[src/rtl/sdram2_cmd_tracker.sv]
module sdram2_cmd_tracker #(
  parameter int T_RRD       = 2,
  parameter int T_RCD       = 3,
  parameter int T_RAS_MIN   = 6,
  parameter int T_RAS_MAX   = 20,
  parameter int T_RP        = 3,
  parameter int BURST_LEN   = 4,
  parameter int WARN_MARGIN = 3
) (
  input  logic       clk,
  input  logic       rst_n,
  input  logic       cmd_valid,
  input  logic [2:0] cmd_op,
  input  logic       cmd_bank,
  input  logic       cmd_ap,
  output logic       cmd_ok,
  output logic       viol,
  output logic [2:0] viol_code,
  output logic [3:0] bank_state,
  output logic [1:0] ras_warn,
  output logic [1:0] ras_expired
);

  localparam int M1 = (T_RAS_MAX + 1 > BURST_LEN) ? T_RAS_MAX + 1 : BURST_LEN;
  localparam int M2 = (M1 > T_RP) ? M1 : T_RP;
  localparam int M3 = (M2 > T_RRD) ? M2 : T_RRD;
  localparam int CW = $clog2(M3 + 1);
  localparam int PSAT = (BURST_LEN > T_RP) ? BURST_LEN : T_RP;

  localparam logic [CW-1:0] C_RRD   = CW'(T_RRD);
  localparam logic [CW-1:0] C_RCD   = CW'(T_RCD);
  localparam logic [CW-1:0] C_RMIN  = CW'(T_RAS_MIN);
  localparam logic [CW-1:0] C_RMAX  = CW'(T_RAS_MAX);
  localparam logic [CW-1:0] C_ASAT  = CW'(T_RAS_MAX + 1);
  localparam logic [CW-1:0] C_RP    = CW'(T_RP);
  localparam logic [CW-1:0] C_BL    = CW'(BURST_LEN);
  localparam logic [CW-1:0] C_PSAT  = CW'(PSAT);
  localparam logic [CW-1:0] C_WARN  = CW'(T_RAS_MAX - WARN_MARGIN);
  localparam logic [CW-1:0] C_ONE   = CW'(1);

  localparam logic [2:0] OP_ACT  = 3'd1;
  localparam logic [2:0] OP_RD   = 3'd2;
  localparam logic [2:0] OP_WR   = 3'd3;
  localparam logic [2:0] OP_PRE  = 3'd4;
  localparam logic [2:0] OP_PREA = 3'd5;
  localparam logic [2:0] OP_REF  = 3'd6;
  localparam logic [2:0] OP_MRS  = 3'd7;

  localparam logic [1:0] S_IDLE = 2'd0;
  localparam logic [1:0] S_ACT  = 2'd1;
  localparam logic [1:0] S_APRE = 2'd2;
  localparam logic [1:0] S_PRE  = 2'd3;

  localparam logic [2:0] V_NONE = 3'd0;
  localparam logic [2:0] V_BUSY = 3'd1;
  localparam logic [2:0] V_RRD  = 3'd2;
  localparam logic [2:0] V_RCD  = 3'd3;
  localparam logic [2:0] V_RAS  = 3'd4;
  localparam logic [2:0] V_GLOB = 3'd5;
  localparam logic [2:0] V_LOCK = 3'd6;

  logic [1:0][1:0]    st, es;
  logic [1:0][CW-1:0] act_cnt, pc_cnt;
  logic [1:0]         ap_done, take_act, take_pre, take_apre;
  logic [CW-1:0]      rrd_cnt;
  logic               last_b;
  logic [2:0]         code;
  logic [1:0]         tgt_st;
  logic [CW-1:0]      tgt_cnt;

  always_comb begin
    for (int g = 0; g < 2; g++) begin
      es[g]      = (st[g] == S_PRE && pc_cnt[g] >= C_RP) ? S_IDLE : st[g];
      ap_done[g] = (st[g] == S_APRE) && (pc_cnt[g] >= C_BL) && (act_cnt[g] >= C_RMIN);
    end
  end

  assign tgt_st  = es[cmd_bank];
  assign tgt_cnt = act_cnt[cmd_bank];

  always_comb begin
    code = V_NONE;
    unique case (cmd_op)
      OP_ACT:
        if (tgt_st == S_APRE)                          code = V_LOCK;
        else if (tgt_st != S_IDLE)                     code = V_BUSY;
        else if (last_b != cmd_bank && rrd_cnt < C_RRD) code = V_RRD;
      OP_RD, OP_WR:
        if (tgt_st == S_APRE)      code = V_LOCK;
        else if (tgt_st != S_ACT)  code = V_BUSY;
        else if (tgt_cnt < C_RCD)  code = V_RCD;
      OP_PRE:
        if (tgt_st == S_APRE)      code = V_LOCK;
        else if (tgt_st != S_ACT)  code = V_BUSY;
        else if (tgt_cnt < C_RMIN) code = V_RAS;
      OP_PREA:
        if (es[0] == S_APRE || es[1] == S_APRE)     code = V_LOCK;
        else if (es[0] == S_PRE || es[1] == S_PRE)  code = V_BUSY;
        else if ((es[0] == S_ACT && act_cnt[0] < C_RMIN) ||
                 (es[1] == S_ACT && act_cnt[1] < C_RMIN)) code = V_RAS;
      OP_REF, OP_MRS:
        if (es[0] != S_IDLE || es[1] != S_IDLE) code = V_GLOB;
      default: ;
    endcase
    if (!cmd_valid) code = V_NONE;
  end

  assign cmd_ok = (code == V_NONE);

  always_comb begin
    for (int g = 0; g < 2; g++) begin
      take_act[g]  = cmd_valid && cmd_ok && cmd_op == OP_ACT && cmd_bank == 1'(g);
      take_pre[g]  = cmd_valid && cmd_ok &&
                     ((cmd_op == OP_PRE && cmd_bank == 1'(g)) ||
                      (cmd_op == OP_PREA && es[g] == S_ACT));
      take_apre[g] = cmd_valid && cmd_ok && cmd_ap && cmd_bank == 1'(g) &&
                     (cmd_op == OP_RD || cmd_op == OP_WR);
    end
  end

  always_ff @(posedge clk or negedge rst_n) begin
    if (!rst_n) begin
      st      <= '0;
      act_cnt <= '0;
      pc_cnt  <= '0;
    end else begin
      for (int g = 0; g < 2; g++) begin
        if (act_cnt[g] < C_ASAT) act_cnt[g] <= act_cnt[g] + C_ONE;
        if (pc_cnt[g] < C_PSAT)  pc_cnt[g]  <= pc_cnt[g] + C_ONE;
        if (take_act[g]) begin
          st[g]      <= S_ACT;
          act_cnt[g] <= C_ONE;
        end else if (take_pre[g] || ap_done[g]) begin
          st[g]     <= S_PRE;
          pc_cnt[g] <= C_ONE;
        end else if (take_apre[g]) begin
          st[g]     <= S_APRE;
          pc_cnt[g] <= C_ONE;
        end else begin
          st[g] <= es[g];
        end
      end
    end
  end

  always_ff @(posedge clk or negedge rst_n) begin
    if (!rst_n) begin
      rrd_cnt <= C_RRD;
      last_b  <= 1'b0;
    end else if (take_act != 2'b00) begin
      rrd_cnt <= C_ONE;
      last_b  <= cmd_bank;
    end else if (rrd_cnt < C_RRD) begin
      rrd_cnt <= rrd_cnt + C_ONE;
    end
  end

  always_ff @(posedge clk or negedge rst_n) begin
    if (!rst_n) begin
      viol      <= 1'b0;
      viol_code <= V_NONE;
    end else begin
      viol      <= cmd_valid && !cmd_ok;
      viol_code <= code;
    end
  end

  assign bank_state = {es[1], es[0]};

  always_comb begin
    for (int g = 0; g < 2; g++) begin
      ras_expired[g] = (es[g] == S_ACT) && (act_cnt[g] > C_RMAX);
      ras_warn[g]    = (es[g] == S_ACT) && (act_cnt[g] >= C_WARN) && (act_cnt[g] <= C_RMAX);
    end
  end

  AST_VIOL_AFTER_ILLEGAL: assert property (@(posedge clk) disable iff (!rst_n)
    viol |-> ($past(cmd_valid) && !$past(cmd_ok)));

  AST_GLOBAL_NEEDS_IDLE: assert property (@(posedge clk) disable iff (!rst_n)
    (cmd_valid && cmd_ok && (cmd_op == OP_REF || cmd_op == OP_MRS)) |-> (bank_state == 4'd0));

  for (genvar g = 0; g < 2; g++) begin : g_bank_chk
    AST_ACT_ENTRY: assert property (@(posedge clk) disable iff (!rst_n)
      (st[g] == S_ACT && $past(st[g]) != S_ACT) |->
        $past(cmd_valid && cmd_ok && cmd_op == OP_ACT && cmd_bank == 1'(g)));

    AST_APRE_NO_ESCAPE: assert property (@(posedge clk) disable iff (!rst_n)
      (st[g] == S_APRE) |=> (st[g] == S_APRE || st[g] == S_PRE));

    AST_PRE_RELEASE: assert property (@(posedge clk) disable iff (!rst_n)
      (st[g] == S_PRE && es[g] == S_IDLE) |=> (st[g] == S_IDLE || st[g] == S_ACT));

    AST_EXPIRE_AFTER_WARN: assert property (@(posedge clk) disable iff (!rst_n)
      $rose(ras_expired[g]) |-> $past(ras_warn[g]));
  end

endmodule

[config.mk]
export PLATFORM = sky130hd
export DESIGN_NAME = sdram2_cmd_tracker
export DESIGN_NICKNAME = d
export VERILOG_FILES = /design/src/rtl/sdram2_cmd_tracker.sv
export SDC_FILE = /design/constraint.sdc
export NUM_CORES = 1
export LEC_CHECK = 0
export ABC_AREA = 1
export BUFFER_PORTS_ARGS = -buffer_cell sky130_fd_sc_hd__buf_2
export CORE_MARGIN = 4
export CORE_UTILIZATION = 40
export CTS_CLUSTER_DIAMETER = 100
export DETAILED_ROUTE_END_ITERATION = 7
export GPL_TIMING_DRIVEN = 0
export PLACE_DENSITY = 0.68
export SLEW_MARGIN = 20
export SYNTH_ARGS = -nofsm -noshare
export SYNTH_HDL_FRONTEND = slang
export SYNTH_SLANG_ARGS = --single-unit
[constraint.sdc]
create_clock -name clk -period 5.4 [get_ports clk]
set_input_delay 0.27 -clock clk [delete_from_list [all_inputs] [get_ports clk]]
set_output_delay 0.27 -clock clk [all_outputs]
set_load 0.005 [all_outputs]
Word level (Yosys, flattened, before mapping)
Cells that the tools add are included.
Operators by class
  $add $sub $neg: 5
  order comparisons: 22
  equality and inequality tests: 20
  multiplexer cells: 41
  bitwise gates (word level): 1
  reduce and logical (&&, ||, !) cells: 51
Operators with widths (number)
  two-way mux 5 bit: 16
  logical AND 1 bit: 31
  two-way mux 3 bit: 10
  two-way mux 2 bit: 14
  adder 5 x 1 -> 5 bit, second input constant: 5
  < comparator 5 x 3 -> 1 bit, second input constant: 5
  greater-or-equal comparator 5 x 3 -> 1 bit, second input constant: 4
  equality test 2 bit, second input constant: 9
  one-hot mux 3 bit (5 select lines): 1
  nonzero test 2 bit: 7
  equality test 3 bit, second input constant: 4
  greater-or-equal comparator 5 x 2 -> 1 bit, second input constant: 2
  greater-or-equal comparator 5 bit, second input constant: 2
  > comparator 5 bit, second input constant: 2
  less-or-equal comparator 5 bit, second input constant: 2
  < comparator 5 x 2 -> 1 bit, second input constant: 2
  < comparator 5 bit, second input constant: 2
  logical OR 1 bit: 9
  equality test 3 x 2 -> 1 bit, second input constant: 2
  equality test 2 x 1 -> 1 bit, second input constant: 2
  OR reduction 2 bit: 2
  equality test 3 x 1 -> 1 bit, second input constant: 1
  logical NOT 3 bit: 1
  < comparator 1 x 2 -> 1 bit, second input constant: 1
  other kinds (4): 4
Storage, ports and cells
  register bits: 34
  bits of input ports: 8
  output and inout bits: 13

Logic depth before layout (Yosys ltp)
Gate-level depths: netlist of the first run.
  depth after elaboration: 19
  mapped depth: 23

Worst setup path before layout of the first run
No wires, ideal clock.
  path kind: register to register
  start point: register pc_cnt[5] (netlist name)
  end point: register act_cnt[9] (netlist name)
  arrival: 2.572 ns
  data required time: 5.279 ns
  setup slack: 2.707 ns
  stages on the path, launching flop included: 23
  path buffers: 0
  clock period less this slack: 2.693 ns
  path through: dfrtp_1 ha_1 inv_1 nand4_1 nand2_1 inv_1 nor2_1 nand2_1 o21ai_0 inv_1 ha_1 inv_1 nor2_1 nand3_1 nand2_1 nor2_1 nand2_1 nand2_1 nand2_1 nor3_4 nand3_2 inv_1 a21oi_1
On the way
  word-level cells in the longest chain between the ends: 16
  elaborated cells on any way between the ends: 35
RTL lines
  from (decl): RTL line 63  | logic [1:0][CW-1:0] act_cnt, pc_cnt;
  from (signal assigned): RTL line 125  | pc_cnt <= '0;
  from (signal, indexed assignment): RTL line 135  | pc_cnt[g] <= C_ONE;
  from (signal, indexed assignment): RTL line 138  | pc_cnt[g] <= C_ONE;
  greater-or-equal comparator 5 x 2 -> 1 bit *: RTL line 73  | es[g] = (st[g] == S_PRE && pc_cnt[g] >= C_RP) ? S_IDLE : st[g];
  logical AND 1 bit *: RTL line 73
  two-way mux 2 bit *: RTL line 73
  named net bank_state[3]: RTL line 19  | output logic [3:0] bank_state,
  equality test 2 x 1 -> 1 bit: RTL line 100  | (es[1] == S_ACT && act_cnt[1] < C_RMIN)) code = V_RAS;
  logical AND 1 bit: RTL line 100
  logical OR 1 bit: RTL line 99  | else if ((es[0] == S_ACT && act_cnt[0] < C_RMIN) ||
  two-way mux 3 bit: RTL line 99
  two-way mux 3 bit: RTL line 98  | else if (es[0] == S_PRE || es[1] == S_PRE) code = V_BUSY;
  two-way mux 3 bit: RTL line 97  | if (es[0] == S_APRE || es[1] == S_APRE) code = V_LOCK;
  one-hot mux 3 bit (5 select lines) *: RTL line 83  | unique case (cmd_op)
  two-way mux 3 bit *: RTL line 105  | if (!cmd_valid) code = V_NONE;
  logical NOT 3 bit *: RTL line 108  | assign cmd_ok = (code == V_NONE);
  logical AND 1 bit * (3 in series): RTL line 112  | take_act[g] = cmd_valid && cmd_ok && cmd_op == OP_ACT && cmd_bank == 1'(g);
  two-way mux 5 bit / nonzero test 2 bit (equally long branches)
  to (signal assigned): RTL line 124  | act_cnt <= '0;
  to (signal, indexed assignment): RTL line 132  | act_cnt[g] <= C_ONE;
  to (decl): RTL line 63
Mark *: on every way through the listed nets, which the timed path passes. The rest lies on a longest branch. The select of a mux whose other input is x is not followed.
A chain may end at the register's enable or synchronous reset.

Final worst setup path of the first run
  start point: register pc_cnt[5] (netlist name)
  end point: register last_b
On the way
  word-level cells in the longest chain between the ends: 16
  elaborated cells on any way between the ends: 35
RTL lines
  greater-or-equal comparator 5 x 2 -> 1 bit *: RTL line 73
  logical AND 1 bit *: RTL line 73
  two-way mux 2 bit *: RTL line 73
  equality test 2 x 1 -> 1 bit: RTL line 100
  logical AND 1 bit: RTL line 100
  logical OR 1 bit: RTL line 99
  two-way mux 3 bit: RTL line 99
  two-way mux 3 bit: RTL line 98
  two-way mux 3 bit: RTL line 97
  one-hot mux 3 bit (5 select lines) *: RTL line 83
  two-way mux 3 bit *: RTL line 105
  logical NOT 3 bit *: RTL line 108
  logical AND 1 bit * (2 in series): RTL line 112
  logical AND 1 bit: RTL line 112
  nonzero test 2 bit *: RTL line 150  | end else if (take_act != 2'b00) begin
  to (signal assigned): RTL line 152  | last_b <= cmd_bank;
  to (decl): RTL line 66  | logic last_b;
Mark *: on every way between the ends. The rest lies on a longest branch, timed or not. The select of a mux whose other input is x is not followed.

==> results of run 1 <==
==> worst paths after layout <==
check,from,to,slack [ps],cells past startpoint
min in group clk,cmd_valid,viol_code[0]$_DFF_PN0_,270,3
worst max register to register,pc_cnt[5]$_DFF_PN0_,last_b$_DFFE_PN0N_,2090,22
max in group asynchronous,rst_n,last_b$_DFFE_PN0N_,4840,1
worst max-delay path,pc_cnt[5]$_DFF_PN0_,last_b$_DFFE_PN0N_,2090,22
worst min-delay path,rst_n,viol$_DFF_PN0_,60,1
worst min register to register,rrd_cnt[3]$_DFFE_PN0P_,rrd_cnt[3]$_DFFE_PN0P_,470,2
==> cells by family (layout without fill, tap and decap cells) <==
| family | Yosys count | count (layout) |
|---|---|---|
| buffers and inverters | 69 | 97 |
| flip-flops | 34 | 34 |
| AO/OA/AOI/OAI | 36 | 36 |
| XOR/XNOR | 7 | 7 |
| adder cells (fa/ha/maj) | 14 | 14 |
| AND/OR/NAND/NOR | 158 | 158 |
==> worst reg2reg max path, delay by kind of cell, from the launching register on <==
family	cells	cell delay [ps]
AND/OR/NAND/NOR	13	1650
buffers and inverters	5	490
adder cells (fa/ha/maj)	2	460
flip-flops	1	430
AO/OA/AOI/OAI	2	170
==> stage by stage <==
| stage | util (%) | worst slack, ps | area, um^2 | total power [mW] | instances |
|---|---|---|---|---|---|
| final | 47.7 | 2090 | 2510 | 1.36 | 416 |
| after global routing | 47.7 | 1740 | 2510 | 1.52 | 416 |
| after CTS | 47.7 | 2120 | 2510 | 1.37 | 416 |
| after detailed placement | 46.0 | 2170 | 2420 | 1.17 | 408 |
| after global placement | 46.0 | 2190 | 2420 | 1.15 | 408 |
| after floorplan | - | 2710 | 2240 | 0.976 | 318 |
==> power by group <==
part / internal (mW) / switching, mW / leakage, nW
sequential: 0.364 / 0.109 / 0.408
combinational: 0.265 / 0.427 / 1.02
clock: 0.104 / 0.0921 / 0.0455
total: 0.732 / 0.628 / 1.48
==> Yosys cell counts, types with 2 or more instances <==
cell,count,share of area [%]
a2111oi_0,2,0.78
a21oi_1,14,3.1
dfrtp_1,33,37
ha_1,14,7.8
inv_1,66,11
inv_2,2,0.34
nand2_1,86,14
nand2_2,3,0.84
nand3_1,18,4.0
nand3_2,3,1.3
nand4_1,5,1.4
nor2_1,36,6.0
nor3_1,6,1.3
o21ai_0,12,2.7
o21ai_2,2,0.78
o22ai_1,2,0.56
o41ai_1,2,0.78
xor2_1,6,2.3
==> final cells by class <==
| cell class | count | area [um^2] | area share (%) |
|---|---|---|---|
| multi-input cells | 215 | 1120 | 44.5 |
| flip-flops and latches | 34 | 852 | 33.9 |
| inverters | 68 | 255 | 10.1 |
| repair buffers | 20 | 100 | 3.98 |
| clock buffers | 8 | 90.1 | 3.58 |
| well taps | 70 | 87.6 | 3.48 |
| plain buffers | 1 | 11.3 | 0.448 |
==> state kept, by name, summed over array words and instances (netlist names) <==
name	cells
act_cnt	10
last_b	1
pc_cnt	10
rrd_cnt	5
st	4
viol	1
viol_code	3
==> routing by layer <==
layer	track usage, %	vias to the layer above	share of wire (%)
met2	24.0	50	43
li1	-	1036	-
met5	0	-	0
met4	4.74	0	0.96
met3	3.56	8	6.5
met1	21.6	896	49
==> summary.txt, run 1 <==
status: finished clean
most common cell after layout, fill and taps aside: nand2_1
Critical Path Fanout Max: 9
complex-gate fraction of the synthesized area: 9.28%
number of port buffers: 20
Post-Synth XOR/XNOR Area: 2.74%
commonest cells after routing, fill and taps aside: nand2_1, inv_1, nor2_1
Final Slew Violations: 0
antenna violations before repair: 0
vias per cell: 4.78
CP max-delay cell: dfrtp_1
pwr dens: 541 nW/um^2
post-synth cell types: 24
CTS resizes: 0
Longest Clk Path Bufs: 2
Routed Antenna Nets: 0
routed wire length: 4.78 mm
multiplexer area fraction after synthesis: 0%
cell row count: 26
Mapped Cells: 318
vias in the first global route: 1785
crit-path leading delay family: simple AND/OR/NAND/NOR gates
CTS Sinks: 34
largest family of logic cells by synthesized area: simple AND/OR/NAND/NOR gates
Fill cells: 549
Critical Path AT: 3470 ps
Fin Hold WS: 55.1 ps
CP Capture Type: register
fmax: 0.302 GHz
Area Overhead vs Synth: 12.4%
number of diodes: 0
Die X: 82.8 um
Setup CP Type: register to register
startpoint types: register
Worst IR Drop VDD: 0.265 mV
Initial Utilization: 42.5%
root buffer cell: clkbuf_8
IO Pins: 21
post-synthesis adder-cell area fraction: 7.83%
gp weighted congestion: 0.876
Least-Margin Pin Slew: 775 ps
First-pass DRT Iterations: 4
Worst Hold Class: input pin to async pin
1st-iter DRT viols: 169
Worst EP required: 5560 ps
Syn Std Cell Area: 2240 um^2
CORE AREA: 5270 um^2
Tmin final: 3310 ps
EDFF count, synth: 0
max incr delay on CP: 430 ps
Post-DP HPWL: 3.64 mm
Max Clock Skew: 11.2 ps
grt ovf: 0
H-tree Lvls: 2
Synth Warn #: 0
register clock-pin slew on the reported worst setup and hold paths: 70 ps
WL/cell: 11.5 um
layout net count: 367
most used cell, CP: nand2_1
first-pass GRT wire length: 8.10 mm
final period utilization: 61.3%
share of cells above drive strength 1: 11.3%
Final setup viols: 0
post-CTS setup buffer count: 0
register area share after synthesis: 38.1%
Die Area: 6850 um^2
Die H: 82.8 um
max_cap viols: 0
via count: 1990
simple-gate share of the synthesized area: 30.1%
Worst-Skew Late Latency: 290 ps
Total GRT Usage: 15.6%
cts hold-fix bufs: 0
Primary FF master, synth: dfrtp_1
Sum Neg Setup Slack: 0 ps
Synth Register Bits: 34
TritonCTS clock tree: yes
Leak: 1.48 nW
Slew Limit Headroom: 48.3%
largest net degree at the start of global routing: 35
syn_area_per_cell: 7.04 um^2
final hold viol count: 0
crit-path cells: ha_1 -> inv_1 -> nand4_1 -> nand2_1 -> inv_1 -> nor2_1 -> nand2_1 -> o21ai_0 -> inv_1 -> ha_1 -> inv_1 -> nor2_1 -> nand3_1 -> nand2_1 -> nor2_1 -> nand2_1 -> nand2_1 -> nand2_1 -> nor3_4 -> nand3_2 -> inv_2 -> a21oi_1
FFs w/ async S/R, synth: 100%
Crit path buffers/inverters: 5
RSZ-0062 raised after global routing: false
Syn Nets: 340
CTS buffer count: 5
DR DRC count: 0
Power figures use the tool's default switching activity.
==> run 2, diff against run 1 <==
Settings changed: PLACE_DENSITY 0.68 to 0.7.
Clock period 5.4 ns to 2.96 ns, I/O delays scaled along.
==> run 2 against run 1 <==
Net effect:
- critical endpoint is now st[3]$_DFF_PN0_
- sequential power grew 84%
- critical path depth rose by 1
- final area increased by 11%
- setup slack got worse by 2000 ps
- register-to-register slack lost 2000 ps
- total power grew 110%
- routed wire length grew 12%
- via count increased by 7.0%
- global-route usage is 0.75 points higher
==> summary.txt, run 2 (synthesized netlist as in run 1, its figures left out) <==
status: finished clean (unchanged)
Die H: 82.8 um (unchanged)
crit-path cells: ha_2 -> inv_1 -> nand4_1 -> nand2_2 -> inv_2 -> nor2_4 -> nand2_2 -> o21ai_2 -> inv_1 -> ha_2 -> inv_2 -> nor2_1 -> nand3_1 -> nand2_1 -> nor2_2 -> nand2_1 -> nand2_2 -> nand2_4 -> nor3_4 -> buf_6 -> nand3_4 -> nand2_2 -> nand2_1 (was ha_1 -> inv_1 -> nand4_1 -> nand2_1 -> inv_1 -> nor2_1 -> nand2_1 -> o21ai_0 -> inv_1 -> ha_1 -> inv_1 -> nor2_1 -> nand3_1 -> nand2_1 -> nor2_1 -> nand2_1 -> nand2_1 -> nand2_1 -> nor3_4 -> nand3_2 -> inv_2 -> a21oi_1)
startpoint types: register (unchanged)
H-tree Lvls: 2 (unchanged)
multi-input logic area: 1280 um^2 (was 1120 um^2)
Max Clock Skew: 10.8 ps (was 11.2 ps)
Leak: 1.54 nW (was 1.48 nW)
Reg area: 852 um^2 (unchanged)
antenna violations before repair: 0 (unchanged)
Longest Clk Path Bufs: 2 (unchanged)
Total GRT Usage: 16.3% (was 15.6%)
CORE AREA: 5270 um^2 (unchanged)
commonest cells after routing, fill and taps aside: nand2_1, inv_1, nor2_1, dfrtp_1, buf_2 (was nand2_1, inv_1, nor2_1)
Worst EP required: 3130 ps (was 5560 ps)
Least-Margin Pin Slew: 786 ps (was 775 ps)
WL/cell: 12.4 um (was 11.5 um)
most used cell, CP: nand2_2 (was nand2_1)
fmax: 0.352 GHz (was 0.302 GHz)
Final setup viols: 0 (unchanged)
grt ovf: 0 (unchanged)
post-layout util: 52.9% (was 47.7%)
final hold viol count: 0 (unchanged)
Setup CP Type: register to register (unchanged)
max incr delay on CP: 410 ps (was 430 ps)
layout net count: 381 (was 367)
Area Overhead vs Synth: 24.6% (was 12.4%)
CTS buffer count: 5 (unchanged)
Tmin final: 2840 ps (was 3310 ps)
Die X: 82.8 um (unchanged)
share of cells above drive strength 1: 23.6% (was 11.3%)
CTS Sinks: 34 (unchanged)
CP Capture Type: register (unchanged)
Initial Utilization: 42.5% (unchanged)
TritonCTS clock tree: yes (unchanged)
Routed Antenna Nets: 0 (unchanged)
crit-path leading delay family: simple AND/OR/NAND/NOR gates (unchanged)
max_cap viols: 0 (unchanged)
Fin Hold WS: 143 ps (was 55.1 ps)
register clock-pin slew on the reported worst setup and hold paths: 70 ps (about the same)
first-pass GRT wire length: 8.52 mm (was 8.10 mm)
First-pass DRT Iterations: 4 (unchanged)
Worst-Skew Late Latency: 290 ps (about the same)
Die Area: 6850 um^2 (unchanged)
DR DRC count: 0 (unchanged)
pwr dens: 1010 nW/um^2 (was 541 nW/um^2)
routed wire length: 5.33 mm (was 4.78 mm)
1st-iter DRT viols: 182 (was 169)
number of port buffers: 20 (unchanged)
gp weighted congestion: 0.884 (was 0.876)
IO Pins: 21 (unchanged)
Fill cells: 528 (was 549)
Post-DP HPWL: 3.59 mm (was 3.64 mm)
root buffer cell: clkbuf_8 (unchanged)
most common cell after layout, fill and taps aside: nand2_1 (unchanged)
largest registers: act_cnt: 10 flops, pc_cnt: 10 flops, rrd_cnt: 5 flops (unchanged)
vias per cell: 4.95 (was 4.78)
largest net degree at the start of global routing: 35 (unchanged)
Worst Hold Class: input pin to register (was input pin to async pin)
via count: 2130 (was 1990)
Critical Path AT: 3010 ps (was 3470 ps)
Final Slew Violations: 0 (unchanged)
Slew Limit Headroom: 47.6% (was 48.3%)
vias in the first global route: 1914 (was 1785)
Crit path buffers/inverters: 5 (unchanged)
CP max-delay cell: dfrtp_1 (unchanged)
Critical Path Fanout Max: 5 (was 9)
Worst IR Drop VDD: 0.460 mV (was 0.265 mV)
cell row count: 26 (unchanged)
number of diodes: 0 (unchanged)
final period utilization: 96.0% (was 61.3%)
run 2: cell count changes in the layout (fill, tap and decap cells not counted), sizes merged:
cell         previous run  this run
nand3                  21        23
buf                    21        32
clkbuf                  8         7
clkinv                  0         1
dlygate4sd3             0         1
run 2: area by class of cell:
class,instances,share of cell area (%)
inverter,68,9.34
timing repair buffer,32,7.32
clock inverter,1,0.180
multi-input combinational,217,45.9
sequential,34,30.6
tap,70,3.14
buffer,1,0.404
clock buffer,7,3.10
run 2: metrics by stage:
step	instances	power (mW)	area (um^2)	setup slack (ps)	TNS (ps)
final	430	2.80	2790	119	0
after global routing	430	3.10	2790	-50.5	-469
after CTS	424	2.60	2650	16.5	0
after detailed placement	408	2.13	2420	-220	-3860
after global placement	408	2.09	2420	-242	-4400
after floorplan	318	1.78	2240	267	0
run 2: tightest hold or removal path: cells and delay by family:
kind | cells | cell delay [ps]
buffers and inverters | 2 | 180
AND/OR/NAND/NOR | 1 | 70
run 2: where the power goes:
| part | internal [mW] | total [mW] | leakage, nW | switching, mW |
|---|---|---|---|---|
| Clock | 0.188 | 0.357 | 0.0482 | 0.169 |
| Sequential | 0.663 | 0.872 | 0.408 | 0.209 |
| Combinational | 0.654 | 1.58 | 1.09 | 0.922 |
| Total | 1.50 | 2.80 | 1.54 | 1.30 |
run 2: path summary, 6_finish.rpt:
check                                  startpoint                     end  slack, ps  depth (start not counted)
hold / removal                          cmd_valid  viol_code[0]$_DFF_PN0_        140                          3
setup / recovery              pc_cnt[5]$_DFF_PN0_         st[3]$_DFF_PN0_        120                         23
min in group asynchronous                   rst_n  act_cnt[9]$_DFFE_PN0P_        470                          2
setup reg to reg              pc_cnt[5]$_DFF_PN0_         st[3]$_DFF_PN0_        120                         23
max in group asynchronous                   rst_n  rrd_cnt[4]$_DFFE_PN0P_       1980                          2
hold reg to reg            rrd_cnt[3]$_DFFE_PN0P_  rrd_cnt[3]$_DFFE_PN0P_        470                          2
run 2: routing by layer:
metal / part of all wire [%] / wire length [um] / vias to the layer above / global-route usage [%]
li1: - / - / 1073 / -
met1: 45 / 2400 / 998 / 21.7
met2: 48 / 2570 / 49 / 26.7
met3: 5.4 / 286 / 10 / 4.10
met4: 1.4 / 72 / 0 / 3.76
met5: 0 / 0 / - / 0
run 2: repair_timing:
item | in CTS | in global routing
pin swaps | 5 | 18
endpoints found under the setup margin | 31 | 31
hold buffers | 1 | 0
hold endpoints to repair | 33 | 0
gates resized for setup | 17 | 30
cloned | 2 | 0
setup buffers | 5 | 6
==> run 3, diff against run 2 <==
Settings changed: CTS_BUF_LIST set to sky130_fd_sc_hd__clkbuf_4.
==> run 3 against run 2 <==
Net effect:
- setup slack lost 24 ps
- non-clock buffer count stayed put
- count of clock-buffer cells in the layout fell by 1
- sequential cell count is the same
- core utilization is 0.40 points lower
- final cell count is the same
- total power down 3.2%
- sequential power hardly changed
- critical path depth stayed put
- via count is 1.4% lower
- sequential share of layout area rose by 0.24 points
- register-to-register slack worse by 20 ps
- critical path type unchanged
- largest cell class unchanged
==> summary.txt, run 3 (synthesized netlist as in run 1, its figures left out) <==
status: finished clean (unchanged)
CP max-delay cell: dfrtp_1 (unchanged)
Crit path buffers/inverters: 6 (was 5)
number of diodes: 0 (unchanged)
CTS buffer count: 5 (unchanged)
Critical Path Fanout Max: 5 (unchanged)
cell row count: 26 (unchanged)
WL/cell: 12.4 um (about the same)
Longest Clk Path Bufs: 2 (unchanged)
IO Pins: 21 (unchanged)
Routed Antenna Nets: 0 (unchanged)
Flop pwr share: 32.0% (was 31.1%)
Critical Path AT: 3090 ps (was 3010 ps)
switching power: 1.29 mW (was 1.30 mW)
via count: 2101 (was 2130)
CTS Sinks: 34 (unchanged)
Post-DP HPWL: 3.59 mm (unchanged)
Die X: 82.8 um (unchanged)
Final setup viols: 0 (unchanged)
most used cell, CP: nand2_2 (unchanged)
final period utilization: 96.8% (was 96.0%)
fmax: 0.349 GHz (was 0.352 GHz)
most common cell after layout, fill and taps aside: nand2_1 (unchanged)
register clock-pin slew on the reported worst setup and hold paths: 110 ps (was 70 ps)
reg2reg path depth: 23 (unchanged)
final hold viol count: 0 (unchanged)
Min-Delay Endpoint: viol_code[2]$_DFF_PN0_ (was viol_code[0]$_DFF_PN0_)
crit-path leading delay family: simple AND/OR/NAND/NOR gates (unchanged)
Worst-Skew Late Latency: 340 ps (was 290 ps)
sw frac: 47.6% (was 46.3%)
first-pass GRT wire length: 8.45 mm (was 8.52 mm)
r2r setup slk: 100 ps (was 120 ps)
pwr dens: 982 nW/um^2 (was 1010 nW/um^2)
post-route design area: 2770 um^2 (was 2790 um^2)
First-pass DRT Iterations: 4 (unchanged)
max_cap viols: 0 (unchanged)
Die H: 82.8 um (unchanged)
Worst IR Drop VDD: 0.383 mV (was 0.460 mV)
vias per cell: 4.89 (was 4.95)
CORE AREA: 5270 um^2 (unchanged)
Cell Area, Placed: 2420 um^2 (unchanged)
largest net degree at the start of global routing: 35 (unchanged)
Worst Hold Class: input pin to register (unchanged)
max incr delay on CP: 440 ps (was 410 ps)
Tmin final: 2860 ps (was 2840 ps)
DR DRC count: 0 (unchanged)
root buffer cell: clkbuf_4 (was clkbuf_8)
CP Capture Type: register (unchanged)
Total GRT Usage: 16.1% (was 16.3%)
Hold Startpoint: cmd_valid (unchanged)
largest registers: act_cnt: 10 flops, pc_cnt: 10 flops, rrd_cnt: 5 flops (unchanged)
RR Startpoint: pc_cnt[5]$_DFF_PN0_ (unchanged)
Worst EP required: 3190 ps (was 3130 ps)
Final Power: 2.72 mW (was 2.80 mW)
R2R Path End: act_cnt[1]$_DFFE_PN0P_ (was st[3]$_DFF_PN0_)
layout net count: 381 (unchanged)
post-layout util: 52.5% (was 52.9%)
grt ovf: 0 (unchanged)
Setup CP Type: register to register (unchanged)
RSZ-0062 raised after global routing: true
Least-Margin Pin Slew: 784 ps (was 786 ps)
Internal Power: 1.42 mW (was 1.50 mW)
Final WS setup: 95.8 ps (was 119 ps)
share of cells above drive strength 1: 24.4% (was 23.6%)
antenna violations before repair: 0 (unchanged)
Initial Utilization: 42.5% (unchanged)
Fin Hold WS: 90.9 ps (was 143 ps)
Final Slew Violations: 0 (unchanged)
routed wire length: 5.32 mm (was 5.33 mm)
TritonCTS clock tree: yes (unchanged)
pre-CTS WS: -220 ps (unchanged)
1st-iter DRT viols: 151 (was 182)
Die Area: 6850 um^2 (unchanged)
gp weighted congestion: 0.884 (unchanged)
H-tree Lvls: 2 (unchanged)
Clock power frac: 9.4% (was 12.7%)
number of port buffers: 20 (unchanged)
Slew Limit Headroom: 47.8% (was 47.6%)
Area Overhead vs Synth: 23.6% (was 24.6%)
combinational cell fraction of total power: 58.6% (was 56.2%)
WP depth: 23 (unchanged)
crit-path cells: ha_2 -> inv_1 -> nand4_1 -> nand2_2 -> inv_2 -> nor2_4 -> nand2_2 -> o21ai_2 -> inv_1 -> ha_2 -> inv_2 -> nor2_1 -> nand3_1 -> nand2_1 -> nor2_2 -> nand2_1 -> nand2_2 -> nand2_2 -> nor3_4 -> buf_6 -> nand3_4 -> inv_6 -> nor2_1 (was ha_2 -> inv_1 -> nand4_1 -> nand2_2 -> inv_2 -> nor2_4 -> nand2_2 -> o21ai_2 -> inv_1 -> ha_2 -> inv_2 -> nor2_1 -> nand3_1 -> nand2_1 -> nor2_2 -> nand2_1 -> nand2_2 -> nand2_4 -> nor3_4 -> buf_6 -> nand3_4 -> nand2_2 -> nand2_1)
Leak: 1.53 nW (was 1.54 nW)
commonest cells after routing, fill and taps aside: nand2_1, inv_1, dfrtp_1 (was nand2_1, inv_1, nor2_1, dfrtp_1, buf_2)
Max Clock Skew: 16.8 ps (was 10.8 ps)
startpoint types: register (unchanged)
vias in the first global route: 1901 (was 1914)
hold depth: 3 (unchanged)
## run 3: timing repair
action | CTS | global route
endpoints found under the setup margin | 31 | 31
hold endpoints to repair | 33 | 0
resized for setup | 11 | 39
gates cloned | 2 | 0
buffers inserted | 5 | 6
pin swaps | 5 | 18
hold buffers | 1 | 0
## run 3: worst max-delay path by stage
stage | endpoint | startpoint
final | act_cnt[1]$_DFFE_PN0P_ | pc_cnt[5]$_DFF_PN0_
after global routing | act_cnt[1]$_DFFE_PN0P_ | pc_cnt[0]$_DFF_PN0_
after CTS | st[1]$_DFF_PN0_ | pc_cnt[0]$_DFF_PN0_
after detailed placement | act_cnt[4]$_DFFE_PN0P_ | pc_cnt[5]$_DFF_PN0_
after global placement | act_cnt[4]$_DFFE_PN0P_ | pc_cnt[5]$_DFF_PN0_
after floorplan | act_cnt[9]$_DFFE_PN0P_ | pc_cnt[5]$_DFF_PN0_
## run 3: stage by stage
| step | cells | TNS [ps] |
|---|---|---|
| floorplan | 318 | 0 |
| global placement | 408 | -4400 |
| detailed placement | 408 | -3860 |
| CTS | 424 | 0 |
| global route | 430 | -1630 |
| finish | 430 | 0 |
## run 3: layer usage
layer | global-route usage (%) | share of wire (%) | vias to the layer above | wire length [um]
met5 | 0 | 0 | - | 0
met4 | 3.43 | 0.39 | 0 | 21
met3 | 3.56 | 4.1 | 5 | 219
met2 | 26.1 | 49 | 38 | 2620
met1 | 21.9 | 46 | 982 | 2460
li1 | - | - | 1076 | -
## run 3: area by class of cell
cell class | instances | area (um^2)
Multi-Input combinational cell | 217 | 1300
Inverter | 68 | 260
Buffer | 1 | 11.3
Sequential cell | 34 | 852
Clock inverter | 2 | 8.76
Timing Repair Buffer | 32 | 204
Clock buffer | 6 | 45.0
Fill cell | 524 | 2500
Tap cell | 70 | 87.6
## run 3: power groups by stage
| stage | Combinational [mW] | Sequential [mW] | Clock (mW) |
|---|---|---|---|
| floorplan | 0.955 | 0.825 | 0 |
| global placement | 1.22 | 0.865 | 0 |
| detailed placement | 1.26 | 0.869 | 0 |
| CTS | 1.35 | 0.863 | 0.263 |
| global route | 1.82 | 0.906 | 0.288 |
| finish | 1.59 | 0.870 | 0.255 |
## run 3: worst reg2reg max path: cells and delay by family, from the launching register on
| kind | cells | cell delay [ps] |
|---|---|---|
| AO/OA/AOI/OAI | 1 | 70 |
| buffers and inverters | 6 | 530 |
| adder cells (fa/ha/maj) | 2 | 390 |
| flip-flops | 1 | 440 |
| AND/OR/NAND/NOR | 14 | 1340 |
